[src/rtl/flash_boot_pkg.sv]
// Shared types and constants for the flash reset and bootstrap responder.
// Assumes 16-bit data words and a 16-byte register window.
package flash_boot_pkg;
    typedef enum logic [1:0] {
        SEL_NONE = 2'd0,
        SEL_REG  = 2'd1,
        SEL_BOOT = 2'd2,
        SEL_ARR  = 2'd3
    } sel_e;

    localparam int unsigned WORD_W    = 16;
    localparam int unsigned NUM_BOOTW = 4;
    localparam logic [2:0]  OFS_CTRL  = 3'd0;
    localparam logic [2:0]  OFS_BASE  = 3'd1;
    localparam logic [15:0] ARR_SEED  = 16'h5A3C;
endpackage

[src/rtl/flash_reset_ctl.sv]
// Holds the stop bit, boot flag and array base register.
// During reset it samples the shadow bits and the data pin; afterwards only
// register writes decoded by the parent can change stop and base.
// Assumes BW <= 16.
module flash_reset_ctl #(
    parameter int unsigned BW = 10,
    parameter logic [BW-1:0] BASE_RST = '0
) (
    input  logic          clk,
    input  logic          rst_n,
    input  logic          shadow_stop_i,
    input  logic          shadow_boot_i,
    input  logic          data_pin_i,
    input  logic          ctrl_we_i,
    input  logic          base_we_i,
    input  logic [15:0]   wdata_i,
    output logic          stop_o,
    output logic          boot_o,
    output logic [BW-1:0] base_o
);
    logic          stop_q;
    logic          boot_q;
    logic [BW-1:0] base_q;

    // Reset-time sampling of shadow state, then software updates.
    always_ff @(posedge clk) begin
        if (!rst_n) begin
            stop_q <= shadow_stop_i | ~data_pin_i;
            boot_q <= shadow_boot_i;
            base_q <= BASE_RST;
        end else begin
            if (ctrl_we_i) stop_q <= wdata_i[0];
            if (base_we_i) base_q <= wdata_i[BW-1:0];
        end
    end

    assign stop_o = stop_q;
    assign boot_o = boot_q;
    assign base_o = base_q;

    // boot flag frozen outside reset
    a_r2_boot_frozen: assert property (@(posedge clk) disable iff (!rst_n)
        1'b1 |=> $stable(boot_q));
    // stop changes only through a control write
    a_r7_stop_hold: assert property (@(posedge clk) disable iff (!rst_n)
        !ctrl_we_i |=> $stable(stop_q));
    // base changes only through a base write
    a_r11_base_hold: assert property (@(posedge clk) disable iff (!rst_n)
        !base_we_i |=> $stable(base_q));
endmodule

[src/rtl/flash_addr_decode.sv]
// Decodes one request into a single selected target with fixed priority:
// register window, then bootstrap range, then array window.
// Assumes a word-aligned byte address with bit 0 already removed.
module flash_addr_decode
    import flash_boot_pkg::*;
#(
    parameter int unsigned AW = 24,
    parameter int unsigned ARR_AW = 14,
    parameter logic [AW-1:0] REG_BASE = '0,
    localparam int unsigned BW = AW - ARR_AW
) (
    input  logic          clk,
    input  logic          rst_n,
    input  logic          valid_i,
    input  logic          write_i,
    input  logic          prog_i,
    input  logic [AW-1:1] addr_i,
    input  logic          stop_i,
    input  logic          boot_i,
    input  logic [BW-1:0] base_i,
    output sel_e          sel_o,
    output logic [2:0]    reg_ofs_o
);
    logic reg_hit, boot_hit, arr_hit;

    // Window matches for each target.
    always_comb begin
        reg_hit  = valid_i & ~prog_i & (addr_i[AW-1:4] == REG_BASE[AW-1:4]);
        boot_hit = valid_i & prog_i & ~write_i & boot_i & ~stop_i
                   & (addr_i[AW-1:3] == '0);
        arr_hit  = valid_i & ~stop_i & (addr_i[AW-1:ARR_AW] == base_i);
    end

    // Priority selection of the claiming target.
    always_comb begin
        if (reg_hit)       sel_o = SEL_REG;
        else if (boot_hit) sel_o = SEL_BOOT;
        else if (arr_hit)  sel_o = SEL_ARR;
        else               sel_o = SEL_NONE;
    end

    assign reg_ofs_o = addr_i[3:1];

    // a stopped module claims only registers
    a_r3_stop_silent: assert property (@(posedge clk) disable iff (!rst_n)
        stop_i |-> (sel_o == SEL_NONE || sel_o == SEL_REG));
    // bootstrap selected only with boot flag and program-space read
    a_r5_boot_gate: assert property (@(posedge clk) disable iff (!rst_n)
        (sel_o == SEL_BOOT) |-> (boot_i && prog_i && !write_i));
    // register window always wins when it matches
    a_r9_reg_first: assert property (@(posedge clk) disable iff (!rst_n)
        reg_hit |-> (sel_o == SEL_REG));
endmodule

[src/rtl/flash_read_mux.sv]
// Forms read data for the selected target and registers the acknowledge
// and data one cycle after the request. Writes return zero data.
// Assumes NUM_BOOTW words of WORD_W bits packed in boot_words_i.
module flash_read_mux
    import flash_boot_pkg::*;
#(
    parameter int unsigned BW = 10
) (
    input  logic                          clk,
    input  logic                          rst_n,
    input  sel_e                          sel_i,
    input  logic                          write_i,
    input  logic [2:0]                    reg_ofs_i,
    input  logic [16:1]                   arr_word_i,
    input  logic                          stop_i,
    input  logic                          boot_i,
    input  logic [BW-1:0]                 base_i,
    input  logic [NUM_BOOTW*WORD_W-1:0]   boot_words_i,
    output logic                          ack_o,
    output logic [WORD_W-1:0]             rdata_o
);
    logic [WORD_W-1:0] bw_arr [NUM_BOOTW];
    logic [WORD_W-1:0] rd_d;
    logic              ack_q;
    logic [WORD_W-1:0] rdata_q;

    // Unpack bootstrap words.
    for (genvar g = 0; g < NUM_BOOTW; g++) begin : g_bw
        assign bw_arr[g] = boot_words_i[g*WORD_W +: WORD_W];
    end

    // Read data for the selected target.
    always_comb begin
        rd_d = '0;
        if (!write_i) begin
            unique case (sel_i)
                SEL_REG: begin
                    if (reg_ofs_i[2])               rd_d = bw_arr[reg_ofs_i[1:0]];
                    else if (reg_ofs_i == OFS_CTRL) rd_d = {14'd0, boot_i, stop_i};
                    else if (reg_ofs_i == OFS_BASE) rd_d = WORD_W'(base_i);
                    else                            rd_d = '0;
                end
                SEL_BOOT: rd_d = bw_arr[arr_word_i[2:1]];
                SEL_ARR:  rd_d = arr_word_i ^ ARR_SEED;
                default:  rd_d = '0;
            endcase
        end
    end

    // Response register.
    always_ff @(posedge clk) begin
        if (!rst_n) begin
            ack_q   <= 1'b0;
            rdata_q <= '0;
        end else begin
            ack_q   <= (sel_i != SEL_NONE);
            rdata_q <= rd_d;
        end
    end

    assign ack_o   = ack_q;
    assign rdata_o = rdata_q;

    // claimed request acknowledged on the next cycle
    a_r10_ack_next: assert property (@(posedge clk) disable iff (!rst_n)
        (sel_i != SEL_NONE) |=> ack_q);
    // no claim, no acknowledge and zero data
    a_r10_quiet: assert property (@(posedge clk) disable iff (!rst_n)
        (sel_i == SEL_NONE) |=> (!ack_q && rdata_q == '0));
endmodule

[src/rtl/flash_boot_responder.sv]
// Top of the flash reset and bootstrap responder. Ties reset-time state,
// address decode and the response register together, and derives the
// register write strobes. Odd byte addresses are never claimed.
module flash_boot_responder
    import flash_boot_pkg::*;
#(
    parameter int unsigned AW = 24,
    parameter int unsigned ARR_AW = 14,
    parameter logic [AW-1:0] REG_BASE = 24'hFFF800,
    parameter logic [AW-ARR_AW-1:0] BASE_RST = 10'h004
) (
    input  logic                        clk,
    input  logic                        rst_n,
    input  logic                        shadow_stop_i,
    input  logic                        shadow_boot_i,
    input  logic                        data_pin_i,
    input  logic [NUM_BOOTW*WORD_W-1:0] boot_words_i,
    input  logic                        req_valid_i,
    input  logic                        req_write_i,
    input  logic                        req_prog_i,
    input  logic [AW-1:0]               req_addr_i,
    input  logic [WORD_W-1:0]           req_wdata_i,
    output logic                        ack_o,
    output logic [WORD_W-1:0]           rdata_o,
    output logic                        stop_o,
    output logic                        boot_o
);
    localparam int unsigned BW = AW - ARR_AW;

    logic          stop, boot;
    logic [BW-1:0] base;
    sel_e          sel;
    logic [2:0]    reg_ofs;
    logic          valid_al, ctrl_we, base_we;

    // Only word-aligned requests take part in decode.
    assign valid_al = req_valid_i & ~req_addr_i[0];

    // Register write strobes.
    always_comb begin
        ctrl_we = (sel == SEL_REG) & req_write_i & (reg_ofs == OFS_CTRL);
        base_we = (sel == SEL_REG) & req_write_i & (reg_ofs == OFS_BASE);
    end

    flash_reset_ctl #(.BW(BW), .BASE_RST(BASE_RST)) u_ctl (
        .clk(clk), .rst_n(rst_n),
        .shadow_stop_i(shadow_stop_i), .shadow_boot_i(shadow_boot_i),
        .data_pin_i(data_pin_i), .ctrl_we_i(ctrl_we), .base_we_i(base_we),
        .wdata_i(req_wdata_i), .stop_o(stop), .boot_o(boot), .base_o(base)
    );

    flash_addr_decode #(.AW(AW), .ARR_AW(ARR_AW), .REG_BASE(REG_BASE)) u_dec (
        .clk(clk), .rst_n(rst_n),
        .valid_i(valid_al), .write_i(req_write_i), .prog_i(req_prog_i),
        .addr_i(req_addr_i[AW-1:1]), .stop_i(stop), .boot_i(boot),
        .base_i(base), .sel_o(sel), .reg_ofs_o(reg_ofs)
    );

    flash_read_mux #(.BW(BW)) u_mux (
        .clk(clk), .rst_n(rst_n), .sel_i(sel), .write_i(req_write_i),
        .reg_ofs_i(reg_ofs), .arr_word_i(req_addr_i[16:1]),
        .stop_i(stop), .boot_i(boot), .base_i(base),
        .boot_words_i(boot_words_i), .ack_o(ack_o), .rdata_o(rdata_o)
    );

    assign stop_o = stop;
    assign boot_o = boot;

    // odd addresses never claimed
    a_r12_odd_ignored: assert property (@(posedge clk) disable iff (!rst_n)
        (req_valid_i && req_addr_i[0]) |-> (sel == SEL_NONE));
    // first cycle after reset shows the sampled stop decision
    a_r1_stop_sample: assert property (@(posedge clk) disable iff (!rst_n)
        $rose(rst_n) |-> (stop == ($past(shadow_stop_i) | ~$past(data_pin_i))));
endmodule

[config.mk]
export PLATFORM = sky130hd
export DESIGN_NAME = flash_boot_responder
export DESIGN_NICKNAME = d
export VERILOG_FILES = /design/src/rtl/flash_boot_pkg.sv /design/src/rtl/flash_reset_ctl.sv /design/src/rtl/flash_addr_decode.sv /design/src/rtl/flash_read_mux.sv /design/src/rtl/flash_boot_responder.sv
export SDC_FILE = /design/constraint.sdc
export NUM_CORES = 1
export LEC_CHECK = 0
export BUFFER_PORTS_ARGS = -buffer_cell sky130_fd_sc_hd__buf_2
export CELL_PAD_IN_SITES_DETAIL_PLACEMENT = 0
export CELL_PAD_IN_SITES_GLOBAL_PLACEMENT = 1
export CORE_ASPECT_RATIO = 0.6
export CORE_UTILIZATION = 32
export DETAILED_ROUTE_END_ITERATION = 16
export GPL_ROUTABILITY_DRIVEN = 0
export PLACE_DENSITY = 0.86
export SLEW_MARGIN = 20
export SYNTH_ARGS = -nofsm -noshare
export SYNTH_HDL_FRONTEND = slang
export SYNTH_SLANG_ARGS = --single-unit
[constraint.sdc]
create_clock -name clk -period 3.6 [get_ports clk]
set_input_delay 0.72 -clock clk [delete_from_list [all_inputs] [get_ports clk]]
set_output_delay 0.72 -clock clk [all_outputs]
set_load 0.03 [all_outputs]
# == After elaboration in Yosys (flattened, before gate mapping) ==
# Cells that the tools add are included.
# totals
ff_bits,29
latch_bits,0
ram_bits,0
rom_bits,0
input_bits,112
output_inout_bits,19
wordCells,51
mem_count,0
# op_classes
addsub,0
n_mul,0
n_div,0
n_lt_le_gt_ge,1
n_eq_ne,7
n_shift,0
n_mux,12
bitwise,22
reduce_logical,4
# ops
operator,count
16-bit two-way mux,4
16-bit one-hot mux with 3 select lines,1
16-bit binary-select mux with 2-bit select,1
21-bit zero test,1
"20-bit equality test, second input constant",1
1-bit AND,13
10-bit equality test,1
10-bit two-way mux,1
8-bit NOT,1
2-bit two-way mux,3
1-bit NOT,6
"2-bit equality test, second input constant",2
"3-bit by 1-bit equality test with 1-bit output, second input constant",1
"3-bit greater-or-equal comparator, second input constant",1
3-bit zero test,1
2-bit NOT with 3-bit output,1
"2-bit by 1-bit equality test with 1-bit output, second input constant",1
1-bit two-way mux,2
"2-bit by 1-bit inequality test with 1-bit output, second input constant",1
2-bit nonzero test,1
2-bit OR reduction,1
1-bit bitwise OR,1

# == Logic depth before layout (Yosys ltp) ==
# depth
ltp_word,14
ltp_mapped,6
mapped_depth_nobuf,5

# == By module ==
# A second synthesis with hierarchy kept.
# hier_totals
hier_cells,274
area_unflattened_um2,2531.2
# modules_own_cells
module,instances,cells_per_inst,area_each_um2,seq_area_each_um2
flash_read_mux,1,194,1774.2,340.3
flash_reset_ctl,1,38,439.2,260.2
flash_addr_decode,1,37,277.8,0.0
flash_boot_responder,1,5,40.0,0.0

# == Worst setup path before layout ==
# OpenSTA, ideal clock, no wires.
# synth_timing
path_type,input port to flip-flop
from,input req_prog_i
to,register u_mux.rdata_q[10] (netlist: u_mux.rdata_o[10])
setup_time_ns,0.116
arrival_ns,2.235
slack_ns,1.249
cell_stages,6
cell_sequence,nand4b_1 > or4_4 > o32a_1 > buf_6 > a32oi_1 > nor2_1
# synth_between
elab_chain_len,9
elab_cells_between_ends,14
cone_classes,eq/ne (3); mux (3); bitwise (8)
# synth_rtl
item,line_no,rtl
start: declaration,flash_boot_responder.sv:20,"input logic req_prog_i,"
1-bit AND (4 in series),flash_addr_decode.sv:29,boot_hit = valid_i & prog_i & ~write_i & boot_i & ~stop_i
1-bit AND,flash_addr_decode.sv:30,& (addr_i[AW-1:3] == '0);
2-bit two-way mux,flash_addr_decode.sv:37,else if (boot_hit) sel_o = SEL_BOOT;
2-bit two-way mux *,flash_addr_decode.sv:36,if (reg_hit) sel_o = SEL_REG;
2-bit equality test or 2-bit by 1-bit equality test with 1-bit output (tied branches),flash_read_mux.sv:36,unique case (sel_i)
16-bit one-hot mux with 3 select lines *,flash_read_mux.sv:36,
end signal: assignment,flash_read_mux.sv:57,rdata_q <= rd_d;
end: declaration,flash_read_mux.sv:25,logic [WORD_W-1:0] rdata_q;
# Every way passes the cells marked *; elsewhere a longest branch is shown, timed or not.
# A chain may end at the register's enable or synchronous reset.

# == Final worst setup path ==
# layout_timing
from,input req_addr_i[7]
to,register u_ctl.base_q[4] (netlist: u_ctl.base_o[4])
# layout_between
elab_chain_len,7
elab_cells_between_ends,9
cone_classes,eq/ne (2); mux (2); bitwise (4); reduce/logical (1)
# layout_rtl
item,line_no,rtl
start: declaration,flash_boot_responder.sv:21,"input logic [AW-1:0] req_addr_i,"
21-bit zero test,flash_addr_decode.sv:30,
1-bit AND,flash_addr_decode.sv:30,
2-bit two-way mux,flash_addr_decode.sv:37,
2-bit two-way mux *,flash_addr_decode.sv:36,
2-bit by 1-bit equality test with 1-bit output *,flash_boot_responder.sv:42,base_we = (sel == SEL_REG) & req_write_i & (reg_ofs == OFS_BASE);
1-bit AND * (2 in series),flash_boot_responder.sv:42,
end signal: assignment,flash_reset_ctl.sv:33,if (base_we_i) base_q <= wdata_i[BW-1:0];
end: declaration,flash_reset_ctl.sv:23,logic [BW-1:0] base_q;
# Marked as above.

==> out/qor.json <==
{
  "cell_count_post_placement": {"value": 366},
  "grt_max_degree": {"value": 23},
  "worst-r2r-setup-slack": {"value": 1.53, "unit": "ns"},
  "cts_buffer_depth": {"value": 2},
  "layout_cell_share_with_drive_strength_beyond_1": {"value": 53.4, "unit": "%"},
  "skew": {"value": 0.00526, "unit": "ns"},
  "power.leakage": {"value": 1.07, "unit": "nW"},
  "wirelength": {"value": 6250, "unit": "µm"},
  "antenna_violations_before_repair": {"value": 0},
  "critical_path.startpoint_type": {"value": "input pin"},
  "first_global_vias": {"value": 1970},
  "timing.critical_path.cells": {"value": "buf_2, or3b_2, nor3_1, and4_1, mux2i_1, nor2_1"},
  "initial_utilization": {"value": 33.4, "unit": "%"},
  "detailedPlacementHpwl": {"value": 5140, "unit": "µm"},
  "timing_worst_slew_pin_value": {"value": 0.685, "unit": "ns"},
  "cts_num_sinks": {"value": 29},
  "area.growth.synth_to_final": {"value": 39.9, "unit": "%"},
  "slowest_cell_on_the_critical_path": {"value": "sky130_fd_sc_hd__and4_1"},
  "tritoncts": {"value": "yes"},
  "io_buffer_count": {"value": 124},
  "critical_path.endpoint_type": {"value": "register"},
  "seq_area_frac_synth": {"value": 32.2, "unit": "%"},
  "path_delay_family": {"value": "simple AND/OR/NAND/NOR gates"},
  "finalWorstPathRequiredPeriod": {"value": 2.50, "unit": "ns"},
  "cts_hold_fix_bufs": {"value": 0},
  "final_setup_violation_count": {"value": 0},
  "setup-tns-final": {"value": 0, "unit": "ns"},
  "dr.pass1.iters": {"value": 5},
  "final-max-slew-violation-count": {"value": 0},
  "clock_tree.root_cell": {"value": "sky130_fd_sc_hd__clkbuf_8"},
  "crit_path_max_fanout": {"value": 10},
  "critical_path_buf_inv_count": {"value": 1},
  "synth_top_area_share": {"value": 29.0, "unit": "%"},
  "cts.htree.levels": {"value": 2},
  "finalHoldViolCount": {"value": 0},
  "timing.rr.start": {"value": "u_ctl.stop_o"},
  "maxSlewHeadroom": {"value": 54.3, "unit": "%"},
  "power_per_cell_area": {"value": 280, "unit": "nW/µm²"},
  "ys_ff_latch": {"value": 29},
  "vias_per_cell": {"value": 5.16},
  "detail_route.wl_per_cell": {"value": 16.7, "unit": "µm"},
  "yosysMostFrequentCell": {"value": "sky130_fd_sc_hd__dfxtp_1"},
  "clk-insertion-delay-late": {"value": 0.29, "unit": "ns"},
  "post-route-cell-area": {"value": 2610, "unit": "µm²"},
  "synth.yosys.warnings": {"value": 0},
  "cp_data_arrival_time": {"value": 2.66, "unit": "ns"},
  "place_area": {"value": 2530, "unit": "µm²"},
  "diodes_inserted": {"value": 0},
  "ys_async_sr_fraction": {"value": 0, "unit": "%"},
  "netSwitchingPower": {"value": 0.192, "unit": "mW"},
  "post-layout-total-power": {"value": 0.732, "unit": "mW"},
  "postSynth.topFlopCell": {"value": "sky130_fd_sc_hd__dfxtp_1"},
  "num-fill-cells": {"value": 569},
  "wire_length_of_the_first_global_routing_pass": {"value": 9760, "unit": "µm"},
  "antenna_left": {"value": 0},
  "path_depth": {"value": 6},
  "cts_post_setup_buffers_inserted": {"value": 0},
  "grt_usage": {"value": 21.5, "unit": "%"},
  "core_area": {"value": 5600, "unit": "µm²"},
  "synth_edf_count": {"value": 2},
  "proportion_of_power_drawn_by_the_clock_network": {"value": 36.0, "unit": "%"},
  "power.share.sequential": {"value": 45.0, "unit": "%"},
  "switching_share": {"value": 26.2, "unit": "%"},
  "layout.nets": {"value": 405},
  "max_freq": {"value": 400, "unit": "MHz"},
  "pre_cts_slack": {"value": 0.852, "unit": "ns"},
  "vdd.ir_drop.worst": {"value": 0.117, "unit": "mV"},
  "synth.distinct_cells": {"value": 40},
  "floorplan.rows": {"value": 21},
  "hp-start": {"value": "u_ctl.base_o[1]"},
  "outcome": {"value": "finished clean"},
  "worstPathRequired": {"value": 3.76, "unit": "ns"},
  "share_comb_of_total_power": {"value": 19.0, "unit": "%"},
  "min-delay-path-class": {"value": "register to register"},
  "worst_setup_slack_final": {"value": 1.10, "unit": "ns"},
  "timing.setup.critical_path_class": {"value": "input pin to register"},
  "intPower": {"value": 0.541, "unit": "mW"},
  "synth_area_per_cell": {"value": 10.9, "unit": "µm²"},
  "initialDrtViolationCount": {"value": 158},
  "finalCritPeriodShare": {"value": 69.4, "unit": "%"},
  "dr_total_vias": {"value": 1930},
  "hold-path-endpoint": {"value": "u_ctl.base_o[1]"},
  "chipWidth": {"value": 101, "unit": "µm"},
  "die_h": {"value": 61.2, "unit": "µm"},
  "critical-path-max-stage-delay": {"value": 0.66, "unit": "ns"},
  "die_area": {"value": 6150, "unit": "µm²"},
  "number_of_cell_instances_on_the_worst_register_to_register_path": {"value": 5},
  "post_layout_nonfiller_instances": {"value": 374},
  "worst_hold_path.num_cells": {"value": 2},
  "clock_pin_slew_reported_for_the_worst_setup_and_hold_paths_after_clock_tree_synthesis": {"value": 0.06, "unit": "ns"},
  "gr-total-overflow": {"value": 0},
  "cells_taking_the_most_area_after_synthesis": {"value": "sky130_fd_sc_hd__dfxtp_1, sky130_fd_sc_hd__mux4_2, sky130_fd_sc_hd__mux2i_1, sky130_fd_sc_hd__xnor2_1, sky130_fd_sc_hd__nor2_1"},
  "netlist.top_cell.by_area": {"value": "sky130_fd_sc_hd__dfxtp_1"},
  "rr_endpoint": {"value": "u_mux.rdata_o[13]"},
  "synth_cells": {"value": 172},
  "max-cap-violations": {"value": 0},
  "drt_drc_violations_left": {"value": 0},
  "synth_common_cells": {"value": "sky130_fd_sc_hd__dfxtp_1, sky130_fd_sc_hd__nor2_1, sky130_fd_sc_hd__mux4_2"},
  "postCtsResizedCells": {"value": 0},
  "setup_repair_after_global_routing_missed_its_margin": {"value": "no"},
  "pin_count": {"value": 131},
  "synthesis.area": {"value": 1870, "unit": "µm²"},
  "synth.net_count": {"value": 284},
  "cts_inserted_buffers": {"value": 5}
}
==> state kept, by name, indices dropped and copies added (netlist names) <==
signal and flops:
u_mux.ack_o 1, u_ctl.base_o 10, u_ctl.boot_o 1, u_ctl.stop_o 1
u_mux.rdata_o 16
==> final cells by class <==
| class | count | area, µm² | area share, % |
|---|---|---|---|
| Clock inverter | 2 | 10.0 | 0.383 |
| Timing Repair Buffer | 125 | 628 | 24.0 |
| Inverter | 6 | 22.5 | 0.862 |
| Clock buffer | 6 | 72.6 | 2.78 |
| Sequential cell | 29 | 601 | 23.0 |
| Tap cell | 80 | 100 | 3.83 |
| Multi-Input combinational cell | 126 | 1180 | 45.1 |
==> tightest hold or removal path, cell delays in order, from the launching register on <==
cell and delay [ns]:
sky130_fd_sc_hd__dfxtp_1 0.34, sky130_fd_sc_hd__mux2i_1 0.13, sky130_fd_sc_hd__nor2_1 0.05
==> routing by layer <==
layer  up-vias  wire length [µm]  track usage [%]
met5         -                 0                0
met4         0                34             4.35
met3         5               564             6.13
met2        92              2870             35.2
met1       907              2780             29.0
li1        926                 -                -
==> layout by cell type (no fill, tap or decap), drive strengths merged, types with 7 or more instances in the layout <==
cell type  Yosys  final
a21oi          7      7
xnor2         10     10
mux4          16     16
mux2i         10     10
dfxtp         27     27
a22oi          7      7
nor2          23     23
buf            7    125
==> power by group through the flow <==
stage	Sequential [mW]	Clock, mW	Combinational, mW
after floorplan	0.339	0	0.0589
after global placement	0.337	0	0.137
after detailed placement	0.337	0	0.140
after CTS	0.330	0.266	0.140
after global routing	0.329	0.283	0.152
final	0.329	0.264	0.139
==> worst max path at each step <==
stage	startpoint	endpoint
finish	req_addr_i[7]	u_ctl.base_o[4]
CTS	req_prog_i	u_mux.rdata_o[9]
global route	req_addr_i[8]	u_mux.rdata_o[1]
floorplan	req_prog_i	u_mux.rdata_o[10]
detailed placement	req_addr_i[7]	u_ctl.base_o[4]
global placement	req_prog_i	u_mux.rdata_o[9]
==> stage by stage <==
stage | hold slack [ns] | util [%]
2_1_floorplan | 0.485 | -
3_3_place_gp | 0.524 | 45.2
3_5_place_dp | 0.547 | 45.2
4_1_cts | 0.560 | 46.7
5_1_grt | 0.574 | 46.7
6_report | 0.557 | 46.7
==> logic make-up (layout without fill, tap and decap cells) <==
logic type | after synthesis | in the layout | share of synthesized area, %
AOI/OAI and AO/OA | 29 | 29 | 14.2
muxes | 28 | 28 | 25.9
xor gates and xnor gates | 10 | 10 | 4.69
and+or+nand+nor | 59 | 59 | 17.9
buffers and inverters | 17 | 139 | 5.16
DFF | 29 | 29 | 32.2
No activity file was read; power rests on OpenSTA's default activity.
